===== src/rtl/gte_pkg.sv =====
package gte_pkg;
   localparam int REASON_W = 4;
   localparam int CAUSE_N  = 8;

   typedef enum logic [REASON_W-1:0] {
      RSN_NONE   = 4'd0,
      RSN_INSTR  = 4'd1,
      RSN_EXC    = 4'd2,
      RSN_CREG   = 4'd3,
      RSN_MSR    = 4'd4,
      RSN_PORT   = 4'd5,
      RSN_TPRI   = 4'd6,
      RSN_EXTIRQ = 4'd7,
      RSN_IRQWIN = 4'd8
   } reason_e;
endpackage


===== src/rtl/gte_bitmap_lookup.sv =====
module gte_bitmap_lookup #(
   parameter int IDX_W = 8
) (
   input  logic [(1<<IDX_W)-1:0] map,
   input  logic [IDX_W-1:0]      idx,
   input  logic                  valid,
   output logic                  hit
);
   assign hit = valid & map[idx];
endmodule


===== src/rtl/gte_cr_guard.sv =====
module gte_cr_guard #(
   parameter int NUM_CR = 4,
   parameter int CR_W   = 16,
   localparam int CRI_W = $clog2(NUM_CR)
) (
   input  logic [NUM_CR*CR_W-1:0] mask_flat,
   input  logic [NUM_CR*CR_W-1:0] shadow_flat,
   input  logic [CRI_W-1:0]       idx,
   input  logic [CR_W-1:0]        old_val,
   input  logic [CR_W-1:0]        new_val,
   output logic                   touches_owned,
   output logic [CR_W-1:0]        guest_view
);
   logic [CR_W-1:0] mask_a   [NUM_CR];
   logic [CR_W-1:0] shadow_a [NUM_CR];

   for (genvar n = 0; n < NUM_CR; n++) begin : g_unpack
      assign mask_a[n]   = mask_flat[n*CR_W +: CR_W];
      assign shadow_a[n] = shadow_flat[n*CR_W +: CR_W];
   end

   logic [CR_W-1:0] sel_mask, sel_shadow;
   assign sel_mask   = mask_a[idx];
   assign sel_shadow = shadow_a[idx];

   assign touches_owned = |((old_val ^ new_val) & sel_mask);
   assign guest_view    = (sel_shadow & sel_mask) | (old_val & ~sel_mask);
endmodule


===== src/rtl/gte_irq_watch.sv =====
module gte_irq_watch (
   input  logic clk,
   input  logic rst_n,
   input  logic irq_ext,
   input  logic guest_on,
   input  logic ext_en,
   input  logic win_en,
   output logic ext_cause,
   output logic win_cause
);
   logic on_q;

   always_ff @(posedge clk) begin
      if (!rst_n) on_q <= 1'b0;
      else        on_q <= guest_on;
   end

   assign ext_cause = ext_en & irq_ext;
   assign win_cause = win_en & guest_on & ~on_q;
endmodule


===== src/rtl/gte_prio_enc.sv =====
module gte_prio_enc #(
   parameter int N = 8,
   localparam int IW = (N > 1) ? $clog2(N) : 1
) (
   input  logic [N-1:0]  req,
   output logic          any,
   output logic [IW-1:0] idx
);
   logic [N-1:0] seen;
   logic [N-1:0] sel;

   assign seen[0] = 1'b0;
   for (genvar i = 1; i < N; i++) begin : g_chain
      assign seen[i] = seen[i-1] | req[i-1];
   end
   for (genvar i = 0; i < N; i++) begin : g_sel
      assign sel[i] = req[i] & ~seen[i];
   end

   assign any = |req;

   always_comb begin
      idx = '0;
      for (int i = 0; i < N; i++) begin
         if (sel[i]) idx = idx | IW'(i);
      end
   end
endmodule


===== src/rtl/guest_trap_eval.sv =====
module guest_trap_eval
   import gte_pkg::*;
#(
   parameter int NUM_VEC    = 32,
   parameter int PF_VEC     = 14,
   parameter int ERR_W      = 5,
   parameter int PORT_W     = 8,
   parameter int MSR_W      = 5,
   parameter int NUM_CR     = 4,
   parameter int CR_W       = 16,
   parameter int TPR_W      = 4,
   parameter int INS_W      = 8,
   parameter int NUM_FORCED = 2,
   parameter logic [NUM_FORCED*INS_W-1:0] FORCED_CODES = {8'h37, 8'h08}
) (
   input  logic                         clk,
   input  logic                         rst_n,
   input  logic [NUM_VEC-1:0]           cfg_exc_bitmap,
   input  logic [ERR_W-1:0]             cfg_pf_err_mask,
   input  logic [ERR_W-1:0]             cfg_pf_err_match,
   input  logic [(1<<PORT_W)-1:0]       cfg_io_bitmap,
   input  logic [(1<<MSR_W)-1:0]        cfg_msr_rd_bitmap,
   input  logic [(1<<MSR_W)-1:0]        cfg_msr_wr_bitmap,
   input  logic [NUM_CR*CR_W-1:0]       cfg_cr_mask,
   input  logic [NUM_CR*CR_W-1:0]       cfg_cr_shadow,
   input  logic                         cfg_ext_irq_exit,
   input  logic                         cfg_irq_window_exit,
   input  logic                         cfg_tpr_shadow_en,
   input  logic                         ins_valid,
   input  logic [INS_W-1:0]             ins_code,
   input  logic                         exc_valid,
   input  logic [$clog2(NUM_VEC)-1:0]   exc_vec,
   input  logic [ERR_W-1:0]             exc_err,
   input  logic                         io_valid,
   input  logic [PORT_W-1:0]            io_port,
   input  logic                         msr_valid,
   input  logic                         msr_write,
   input  logic [MSR_W-1:0]             msr_idx,
   input  logic                         cr_valid,
   input  logic                         cr_write,
   input  logic [$clog2(NUM_CR)-1:0]    cr_idx,
   input  logic [CR_W-1:0]              cr_old,
   input  logic [CR_W-1:0]              cr_new,
   input  logic                         tpr_valid,
   input  logic                         tpr_write,
   input  logic [TPR_W-1:0]             tpr_wdata,
   input  logic                         irq_ext,
   input  logic                         guest_irq_on,
   output logic                         exit_o,
   output logic [3:0]                   exit_reason_o,
   output logic                         obs_valid_o,
   output logic [CR_W-1:0]              obs_data_o
);
   localparam int VEC_W = $clog2(NUM_VEC);
   localparam int PIW   = $clog2(CAUSE_N);

   // elaboration-time parameter checks
   if (NUM_VEC < 2 || (NUM_VEC & (NUM_VEC - 1)) != 0) begin : g_bad_vec
      $error("NUM_VEC must be a power of two, at least 2");
   end
   if (PF_VEC < 0 || PF_VEC >= NUM_VEC) begin : g_bad_pf
      $error("PF_VEC must index a bit of the exception bitmap");
   end
   if (NUM_CR < 2 || (NUM_CR & (NUM_CR - 1)) != 0) begin : g_bad_cr
      $error("NUM_CR must be a power of two, at least 2");
   end
   if (TPR_W < 1 || TPR_W > CR_W) begin : g_bad_tpr
      $error("TPR_W must lie between 1 and CR_W");
   end
   if (PORT_W < 1 || PORT_W > 16 || MSR_W < 1 || MSR_W > 12) begin : g_bad_map
      $error("bitmap index widths out of range");
   end
   if (NUM_FORCED < 1) begin : g_bad_forced
      $error("at least one forced instruction code is required");
   end

   // unconditional instruction exits
   logic [NUM_FORCED-1:0] forced_hit;
   for (genvar k = 0; k < NUM_FORCED; k++) begin : g_forced
      assign forced_hit[k] = (ins_code == FORCED_CODES[k*INS_W +: INS_W]);
   end
   logic cause_ins;
   assign cause_ins = ins_valid & (|forced_hit);

   // exceptions, with page faults qualified by the error code
   logic is_pf, pf_qual, exc_plain_hit, cause_exc;
   assign is_pf   = exc_valid & (exc_vec == VEC_W'(PF_VEC));
   assign pf_qual = ((exc_err & cfg_pf_err_mask) == cfg_pf_err_match);

   gte_bitmap_lookup #(.IDX_W(VEC_W)) u_exc_lkp (
      .map   (cfg_exc_bitmap),
      .idx   (exc_vec),
      .valid (exc_valid & ~is_pf),
      .hit   (exc_plain_hit)
   );
   assign cause_exc = exc_plain_hit | (is_pf & (cfg_exc_bitmap[PF_VEC] == pf_qual));

   // I/O ports
   logic cause_io;
   gte_bitmap_lookup #(.IDX_W(PORT_W)) u_io_lkp (
      .map   (cfg_io_bitmap),
      .idx   (io_port),
      .valid (io_valid),
      .hit   (cause_io)
   );

   // MSR accesses, one bitmap per direction
   logic msr_rd_hit, msr_wr_hit, cause_msr;
   gte_bitmap_lookup #(.IDX_W(MSR_W)) u_msr_rd_lkp (
      .map   (cfg_msr_rd_bitmap),
      .idx   (msr_idx),
      .valid (msr_valid & ~msr_write),
      .hit   (msr_rd_hit)
   );
   gte_bitmap_lookup #(.IDX_W(MSR_W)) u_msr_wr_lkp (
      .map   (cfg_msr_wr_bitmap),
      .idx   (msr_idx),
      .valid (msr_valid & msr_write),
      .hit   (msr_wr_hit)
   );
   assign cause_msr = msr_rd_hit | msr_wr_hit;

   // control registers
   logic            cr_touch;
   logic [CR_W-1:0] cr_view;
   gte_cr_guard #(.NUM_CR(NUM_CR), .CR_W(CR_W)) u_cr_guard (
      .mask_flat     (cfg_cr_mask),
      .shadow_flat   (cfg_cr_shadow),
      .idx           (cr_idx),
      .old_val       (cr_old),
      .new_val       (cr_new),
      .touches_owned (cr_touch),
      .guest_view    (cr_view)
   );
   logic cause_cr, cr_read;
   assign cause_cr = cr_valid & cr_write & cr_touch;
   assign cr_read  = cr_valid & ~cr_write;

   // task-priority shadow copy
   logic [TPR_W-1:0] tpr_q;
   logic             cause_tpr, tpr_read;
   always_ff @(posedge clk) begin
      if (!rst_n)
         tpr_q <= '0;
      else if (tpr_valid & tpr_write & cfg_tpr_shadow_en)
         tpr_q <= tpr_wdata;
   end
   assign cause_tpr = tpr_valid & ~cfg_tpr_shadow_en;
   assign tpr_read  = tpr_valid & ~tpr_write & cfg_tpr_shadow_en;

   // interrupts
   logic cause_ext, cause_win;
   gte_irq_watch u_irq (
      .clk       (clk),
      .rst_n     (rst_n),
      .irq_ext   (irq_ext),
      .guest_on  (guest_irq_on),
      .ext_en    (cfg_ext_irq_exit),
      .win_en    (cfg_irq_window_exit),
      .ext_cause (cause_ext),
      .win_cause (cause_win)
   );

   // priority: bit 0 wins
   logic [CAUSE_N-1:0] causes;
   assign causes = {cause_win, cause_ext, cause_tpr, cause_io,
                    cause_msr, cause_cr, cause_exc, cause_ins};

   logic           any_cause;
   logic [PIW-1:0] win_idx;
   gte_prio_enc #(.N(CAUSE_N)) u_prio (
      .req (causes),
      .any (any_cause),
      .idx (win_idx)
   );

   reason_e reason_d;
   assign reason_d = any_cause ? reason_e'(REASON_W'(win_idx) + REASON_W'(1)) : RSN_NONE;

   logic [CR_W-1:0] obs_d;
   assign obs_d = cr_read  ? cr_view :
                  tpr_read ? CR_W'(tpr_q) : '0;

   always_ff @(posedge clk) begin
      if (!rst_n) begin
         exit_o        <= 1'b0;
         exit_reason_o <= RSN_NONE;
         obs_valid_o   <= 1'b0;
         obs_data_o    <= '0;
      end else begin
         exit_o        <= any_cause;
         exit_reason_o <= reason_d;
         obs_valid_o   <= cr_read | tpr_read;
         obs_data_o    <= obs_d;
      end
   end
endmodule


===== config.mk =====
export PLATFORM = sky130hd
export DESIGN_NAME = guest_trap_eval
export DESIGN_NICKNAME = d
export VERILOG_FILES = /design/src/rtl/gte_pkg.sv /design/src/rtl/gte_bitmap_lookup.sv /design/src/rtl/gte_cr_guard.sv /design/src/rtl/gte_irq_watch.sv /design/src/rtl/gte_prio_enc.sv /design/src/rtl/guest_trap_eval.sv
export SDC_FILE = /design/constraint.sdc
export NUM_CORES = 1
export LEC_CHECK = 0
export CORE_AREA = 3 3 233 235
export DETAILED_ROUTE_END_ITERATION = 8
export DIE_AREA = 0 0 236 238
export GPL_ROUTABILITY_DRIVEN = 0
export SLEW_MARGIN = 5
export SYNTH_ARGS = -nofsm -noshare
export SYNTH_HDL_FRONTEND = slang
export SYNTH_SLANG_ARGS = --single-unit

===== constraint.sdc =====
create_clock -name clk -period 5.1 [get_ports clk]
set_clock_uncertainty 0.15 [all_clocks]
set_input_delay 0.51 -clock clk [delete_from_list [all_inputs] [get_ports clk]]
set_output_delay 0.51 -clock clk [all_outputs]
set_load 0.005 [all_outputs]

==> summary.md, run 1 <==
| Metric | Value |
|---|---|
| Postcts setup bufs | `0` |
| Worst r2r dst | `exit_reason_o[2]$_SDFF_PN0_` |
| # fillers | `roughly 5.6k` |
| Initial Util | `roughly a tenth` |
| Share of cells above drive strength 1 | `14.4%` |
| Async SR Flop Fraction | `0%` |
| Number of DRC markers in iteration 0 | `313` |
| CTS max path bufs | `2` |
| Peak supply drop | `around 0.090 mV` |
| Synthesized area | `about 5200 µm²` |
| First-pass GRT wire length | `about 47 mm` |
| Synth-to-Final Area Change | `129%` |
| Final period utilization | `between 70% and 80%` |
| Post-CTS sizing | `0` |
| DR vias | `around 6.6k` |
| Total power | `about 1.3 mW` |
| Die height | `around 240 µm` |
| Number of port buffers | `roughly 600` |
| DRC Markers | `0` |
| H-tree Lvls | `1` |
| Die area | `roughly 56000 µm²` |
| Status | `completed` |
| R2R Path Start | `u_irq.on_q$_SDFF_PN0_` |
| Top fanout value on the critical path | `17` |
| Number of distinct library cells after synthesis | `52` |
| Clk slew on worst S/H paths | `around 0.07 ns` |
| Total CTS buffers | `3` |
| Power per cell area | `between 100 and 150 nW/µm²` |
| CTS tree | `yes` |
| Slew Viols, Final | `0` |
| Cell total after placement | `1686` |
| Psw | `0.383 mW` |
| Comb power frac | `69.5%` |
| Arrival @ worst endpoint | `4.00 ns` |
| CP required | `5.13 ns` |
| Hold Path End | `obs_data_o[1]$_SDFF_PN0_` |
| Clk sinks | `27` |
| Drt wl/cell | `approximately 20 µm` |
| Vias in the first global route | `7238` |
| Endpoints failing hold | `0` |
| Syn Area/Cell | `12.1 µm²` |
| Die width | `approximately 240 µm` |
| ANT cells | `0` |
| Hold_buf cts | `0` |
| Final nets | `roughly 1.6k` |
| Gr ovfl total | `0` |
| Highest Clock Rate | `between 0.2 and 0.3 GHz` |
| Final std cells w/o fill | `1690` |
| Leading area contributor after synthesis | `mux4_2` |
| Setup crit end kind | `flip-flop` |
| # rows | `84` |
| Seq/Total Area, Yosys | `about a tenth` |
| Synth top area cells | `mux4_2 (49%), dfxtp_1 (10%), mux2i_1 (9.3%), mux4_1 (3.5%), xor2_1 (2.8%)` |
| R2R depth | `8` |
| Clock Power Share | `a little over an eighth` |
| P_int | `between 0.9 and 1 mW` |
| Detail Route Antenna Nets | `0` |
| Syn. warnings | `0` |
| Router iterations before antenna repair | `5` |
| Vias per Instance | `3.91` |
| Drt total wl | `approximately 34 mm` |
| Setup TNS Final | `0 ns` |
| Largest net degree at the start of global routing | `35` |
| Post-Synthesis Cells | `roughly 430` |
| Final core utilization | `roughly 23%` |
| Max Cap Viol | `0` |
| Power share of the sequential group | `approximately 17%` |
| Ports | `597` |
| Most common library cells after synthesis | `mux4_2 (115), mux2i_1 (49), nor2_1 (35)` |
| Synth top area share | `49.3%` |
| Core box area | `~52000 µm²` |
| Sw frac | `roughly 29%` |
| R2R setup slack | `around 3.3 ns` |
| Min-delay src | `tpr_q[1]$_SDFFE_PN0P_` |
| Top-count cell post-synth | `mux4_2` |
| RSZ-0062 raised after global routing | `no` |
| Synth Flop Type | `dfxtp_1` |
| Worst-Skew Late Latency | `~0.27 ns` |
| #FFs+latches synth | `27` |
| Post-synth EDFFs | `0` |
| WS Path Type | `input pin to flip-flop` |
| Worst hold slack | `0.344 ns` |
| Slew at the pin closest to its max-slew limit | `just under 0.9 ns` |
| Worst setup SP type | `input pin` |
| Hold Path Stages | `2` |
| Initial antenna violation count | `1` |
| Gr usage total | `between 10 and 15%` |
| Hold crit path type | `flip-flop to flip-flop` |
| Root buffer cell | `clkbuf_16` |
| Final setup violating endpoints | `0` |
| Syn_nets | `1010` |
| Rel. slew slack | `40.9%` |
| Post-layout min period | `between 3 and 4 ns` |
| Post-detail-place hpwl | `roughly 31 mm` |
| P_leak | `4.18 nW` |
[metal layers]
layer | routed length, µm | vias to the layer above | GRT usage [%]
li1 | - | 2977 | -
met1 | 13400 | 3246 | 13.6
met2 | 17100 | 366 | 20.0
met3 | 2480 | 25 | 2.05
met4 | 652 | 2 | 2.34
met5 | 13 | - | 0
[critical path: stages]
cell	delay [ns]
clkdlybuf4s50_1	0.84
nor2b_1	0.55
a22oi_1	0.15
nand3_1	0.11
o211ai_1	0.17
a32oi_1	0.33
nand4_2	0.33
a31oi_2	0.33
inv_1	0.07
ha_1	0.22
xor2_1	0.16
a211oi_1	0.21
[sequential cells by signal (all words and copies together) (netlist names)]
name and count:
obs_valid_o 1, u_irq.on_q 1, exit_o 1, exit_reason_o 4
obs_data_o 16, tpr_q 4
[layout by cell type, fill, tap and decap left out, types with 2 or more instances in the layout]
cell and instances:
clkdlybuf4s50_1 592, mux4_2 115, mux2i_1 49, nor2_1 35
dfxtp_1 27, nand2_1 20, xor2_1 17, nand3_1 17
a22oi_1 15, nor2b_1 11, a21oi_1 11, buf_4 9
mux4_1 7, mux2_2 5, o211ai_1 5, inv_1 5
nand3b_1 5, nand4_1 4, nor3_1 4, xnor2_1 4
o22ai_1 3, a211oi_1 3, clkbuf_16 3, buf_2 3
and2_1 2, a311oi_1 2, and3_1 2, nand2b_1 2
nor3b_1 2
[final cells by class]
type	instances	area, µm²	area share [%]
Multi-Input combinational cell	361	4470	37.2
Tap cell	688	861	7.18
Clock inverter	1	5.00	0.0417
Clock buffer	3	75.1	0.626
Inverter	5	18.8	0.156
Sequential cell	27	541	4.51
Timing Repair Buffer	605	6030	50.3
[worst max-delay path by stage]
stage	from	end	slack, ns	cells past startpoint
2_1_floorplan	io_port[0]	exit_reason_o[2]$_SDFF_PN0_	1.94	12
3_3_place_gp	io_port[3]	exit_reason_o[2]$_SDFF_PN0_	0.91	12
3_5_place_dp	msr_idx[1]	exit_reason_o[2]$_SDFF_PN0_	0.84	12
4_1_cts	io_port[3]	exit_reason_o[2]$_SDFF_PN0_	1.12	12
5_1_grt	io_port[4]	exit_reason_o[2]$_SDFF_PN0_	0.93	11
6_report	io_port[3]	exit_reason_o[2]$_SDFF_PN0_	1.13	12
[kinds of logic (layout without fill, tap and decap cells)]
kind of cell	Yosys count	in the layout	share of synthesized area, %
AO/OA/AOI/OAI	51	51	7.15
XOR/XNOR	21	21	3.50
adder cells (fa/ha/maj)	1	1	0.238
buffers and inverters	46	614	4.60
flip-flops	27	27	10.3
multiplexers	176	176	63.3
AND/OR/NAND/NOR	112	112	10.9
[stage by stage]
step | setup WS (ns) | cell area, µm²
finish | 1.13 | 12000
global route | 0.932 | 12000
CTS | 1.12 | 12000
detailed placement | 0.838 | 11900
global placement | 0.906 | 11900
floorplan | 1.94 | 5250
[power by group through the flow]
stage	clock, mW	sequential [mW]	combinational (mW)
after floorplan	0	0.232	0.350
after global placement	0	0.231	0.927
after detailed placement	0	0.230	0.935
after CTS	0.193	0.225	0.940
after global routing	0.201	0.226	0.986
final	0.184	0.225	0.933
Power figures use the tool's default switching activity.
==> run 2: changes to the inputs <==
--- a/config.mk
+++ b/config.mk
@@ -5,9 +5,9 @@
 export SDC_FILE = /design/constraint.sdc
 export NUM_CORES = 1
 export LEC_CHECK = 0
-export CORE_AREA = 3 3 233 235
+export CORE_AREA = 3 3 231 233
 export DETAILED_ROUTE_END_ITERATION = 8
-export DIE_AREA = 0 0 236 238
+export DIE_AREA = 0 0 234 236
 export GPL_ROUTABILITY_DRIVEN = 0
 export SLEW_MARGIN = 5
 export SYNTH_ARGS = -nofsm -noshare
==> constraint.sdc (replaced) <==
create_clock -name clk -period 4.1 [get_ports clk]
set_clock_uncertainty 0.15 [all_clocks]
set_input_delay 0.41 -clock clk [delete_from_list [all_inputs] [get_ports clk]]
set_output_delay 0.41 -clock clk [all_outputs]
set_load 0.005 [all_outputs]
==> run 2 against run 1 <==
First-iteration DRC count grew 7.3%. Sequential power is 25% higher. Die area is 1.7% lower. Worst setup slack lost 0.71 ns. Critical path type unchanged. Critical endpoint unchanged.
==> summary.md, run 2 (same netlist as run 1, synthesis figures left out) <==
| Metric | Value |
|---|---|
| R2R depth | `8 (unchanged)` |
| Synth-to-Final Area Change | `131%` |
| Hold Path End | `obs_data_o[2]$_SDFF_PN0_` |
| Wire length on met3 | `3.03 mm (+22%)` |
| Drt total wl | `33.7 mm (+0.18%)` |
| Max Used Layer | `met5` |
| Setup crit end kind | `flip-flop` |
| Post-detail-place hpwl | `31.0 mm (+0.15%)` |
| Share of cells above drive strength 1 | `15.3% (+0.91 points)` |
| Root buffer cell | `clkbuf_16` |
| R2R setup slack | `2.28 ns (-0.99 ns)` |
| Commonest non-fill, non-tap cell in the layout | `clkdlybuf4s50_1` |
| Final setup violating endpoints | `0 (unchanged)` |
| Power per cell area | `139 nW/µm² (+24%)` |
| Gr usage total | `11.4% (+0.43 points)` |
| DRT met1 WL | `13.0 mm (-3.2%)` |
| Highest Clock Rate | `approximately 0.27 GHz` |
| Initial Util | `10.2% (+0.20 points)` |
| WS Path Type | `input pin to flip-flop` |
| Setup TNS Final | `0 ns (unchanged)` |
| Max Cap Viol | `0 (unchanged)` |
| Hold_buf cts | `0 (unchanged)` |
| Die width | `234 µm (-0.85%)` |
| Gr ovfl total | `0 (unchanged)` |
| First-pass GRT wire length | `47.3 mm (+1.6%)` |
| DR vias | `6595 (-0.32%)` |
| # fillers | `5470 (-2.0%)` |
| Detail Route Antenna Nets | `0 (unchanged)` |
| Biggest register | `obs_data_o` |
| Status | `completed` |
| Core box area | `51400 µm² (-2.0%)` |
| Slew Viols, Final | `0 (unchanged)` |
| Max reg flops | `16 (unchanged)` |
| Final period utilization | `between 80% and 90%` |
| Post-layout min period | `3.68 ns` |
| Top fanout value on the critical path | `19 (+2)` |
| Clk slew on worst S/H paths | `0.07 ns (about the same)` |
| Router iterations before antenna repair | `5 (unchanged)` |
| Hold crit path type | `flip-flop to flip-flop` |
| Arrival @ worst endpoint | `3.72 ns (-0.28 ns)` |
| Peak supply drop | `0.120 mV (+32%)` |
| CP required | `4.13 ns (-1.00 ns)` |
| Routed wl met2 | `17.1 mm (about the same)` |
| CTS tree | `yes` |
| P_leak | `4.25 nW (+1.6%)` |
| Postcts setup bufs | `0 (unchanged)` |
| Vias per Instance | `3.89 (-0.61%)` |
| Clk sinks | `27 (unchanged)` |
| Endpoints failing hold | `0 (unchanged)` |
| DRC Markers | `0 (unchanged)` |
| Slew at the pin closest to its max-slew limit | `0.555 ns (-0.333 ns)` |
| Biggest regs | `obs_data_o: 16 flops, exit_reason_o: 4 flops, tpr_q: 4 flops` |
| Total CTS buffers | `3 (unchanged)` |
| Drt wl/cell | `19.9 µm (-0.12%)` |
| Die height | `236 µm (-0.84%)` |
| Final WS setup | `0.417 ns (-0.712 ns)` |
| Most frequent cells in the layout | `clkdlybuf4s50_1 (593), mux4_2 (115), mux2i_1 (49)` |
| Post-CTS sizing | `0 (unchanged)` |
| Min-delay src | `tpr_q[2]$_SDFFE_PN0P_` |
| Worst-Skew Late Latency | `0.27 ns (about the same)` |
| CTS max path bufs | `2 (unchanged)` |
| Vias in the first global route | `7394 (+2.2%)` |
| H-tree Lvls | `1 (unchanged)` |
| Number of DRC markers in iteration 0 | `336 (+7.3%)` |
| Pre-CTS setup slack | `0.0767 ns (-0.761 ns)` |
| Rel. slew slack | `62.9% (+22 points)` |
| Worst r2r dst | `exit_reason_o[2]$_SDFF_PN0_` |
| Initial antenna violation count | `3 (+2)` |
| Final nets | `1591 (+0.76%)` |
| RSZ-0062 raised after global routing | `no` |
| # rows | `83 (-1.2%)` |
| Number of port buffers | `596 (unchanged)` |
| Largest net degree at the start of global routing | `38 (+8.6%)` |
| Hold Path Stages | `2 (unchanged)` |
| Die area | `55200 µm² (-1.7%)` |
| Ports | `597 (unchanged)` |
| R2R Path Start | `u_irq.on_q$_SDFF_PN0_` |
| Worst setup SP type | `input pin` |
run 2: cell types whose count changed in the layout (fill, tap and decap cells not counted):
cell | before | now
clkinvlp_4 | 0 | 1
buf_4 | 9 | 18
buf_2 | 3 | 2
diode_2 | 0 | 1
clkdlybuf4s50_1 | 592 | 593
clkinv_2 | 1 | 0
buf_12 | 1 | 4
run 2: final cells by class:
class / instances / area, µm² / share of cell area (%)
clock inverter: 1 / 7.51 / 0.0619
antenna: 1 / 2.50 / 0.0206
multi-input combinational: 361 / 4470 / 36.8
tap: 680 / 851 / 7.02
clock buffer: 3 / 75.1 / 0.619
sequential: 27 / 541 / 4.46
timing repair buffer: 617 / 6160 / 50.8
inverter: 5 / 18.8 / 0.155
run 2: worst max-delay path, cell delays in order:
cell,delay (ns)
clkdlybuf4s50_1,0.45
buf_4,0.27
buf_4,0.28
mux4_2,0.37
a22oi_1,0.35
nand4_1,0.29
o211ai_2,0.33
nand2_1,0.09
a21boi_0,0.22
a31oi_2,0.08
inv_1,0.09
ha_1,0.19
nor3_1,0.07
a211oi_1,0.23
run 2: how the worst max path moves through the flow:
stage	from	endpoint	cells after the start	slack, ns
2_1_floorplan	io_port[0]	exit_reason_o[2]$_SDFF_PN0_	12	1.04
3_3_place_gp	cr_idx[1]	exit_reason_o[2]$_SDFF_PN0_	14	0.12
3_5_place_dp	cr_idx[1]	exit_reason_o[2]$_SDFF_PN0_	14	0.08
4_1_cts	cr_idx[1]	exit_reason_o[2]$_SDFF_PN0_	14	0.35
5_1_grt	cr_idx[1]	exit_reason_o[2]$_SDFF_PN0_	14	0.12
6_report	cr_idx[1]	exit_reason_o[2]$_SDFF_PN0_	14	0.42
run 2: per-stage QoR:
step,hold slack [ns],util [%],instances,cell area (µm²),total power [mW]
floorplan,0.304,-,434,5250,0.724
global placement,0.330,23.4,1690,12000,1.45
detailed placement,0.338,23.4,1690,12000,1.46
CTS,0.356,23.6,1694,12100,1.70
global route,0.384,23.6,1694,12100,1.78
finish,0.355,23.6,1695,12100,1.69
run 2: routing by layer:
layer | track usage [%] | vias to the layer above
met5 | 0 | -
met4 | 2.08 | 2
met3 | 2.84 | 34
met1 | 13.9 | 3177
li1 | - | 2998
met2 | 20.5 | 384
run 2: where the power goes:
| group | switching (mW) | leakage [nW] | internal, mW |
|---|---|---|---|
| registers | 0.00417 | 0.221 | 0.277 |
| clock network | 0.104 | 0.0371 | 0.133 |
| logic | 0.371 | 3.99 | 0.797 |
| total | 0.479 | 4.25 | 1.21 |
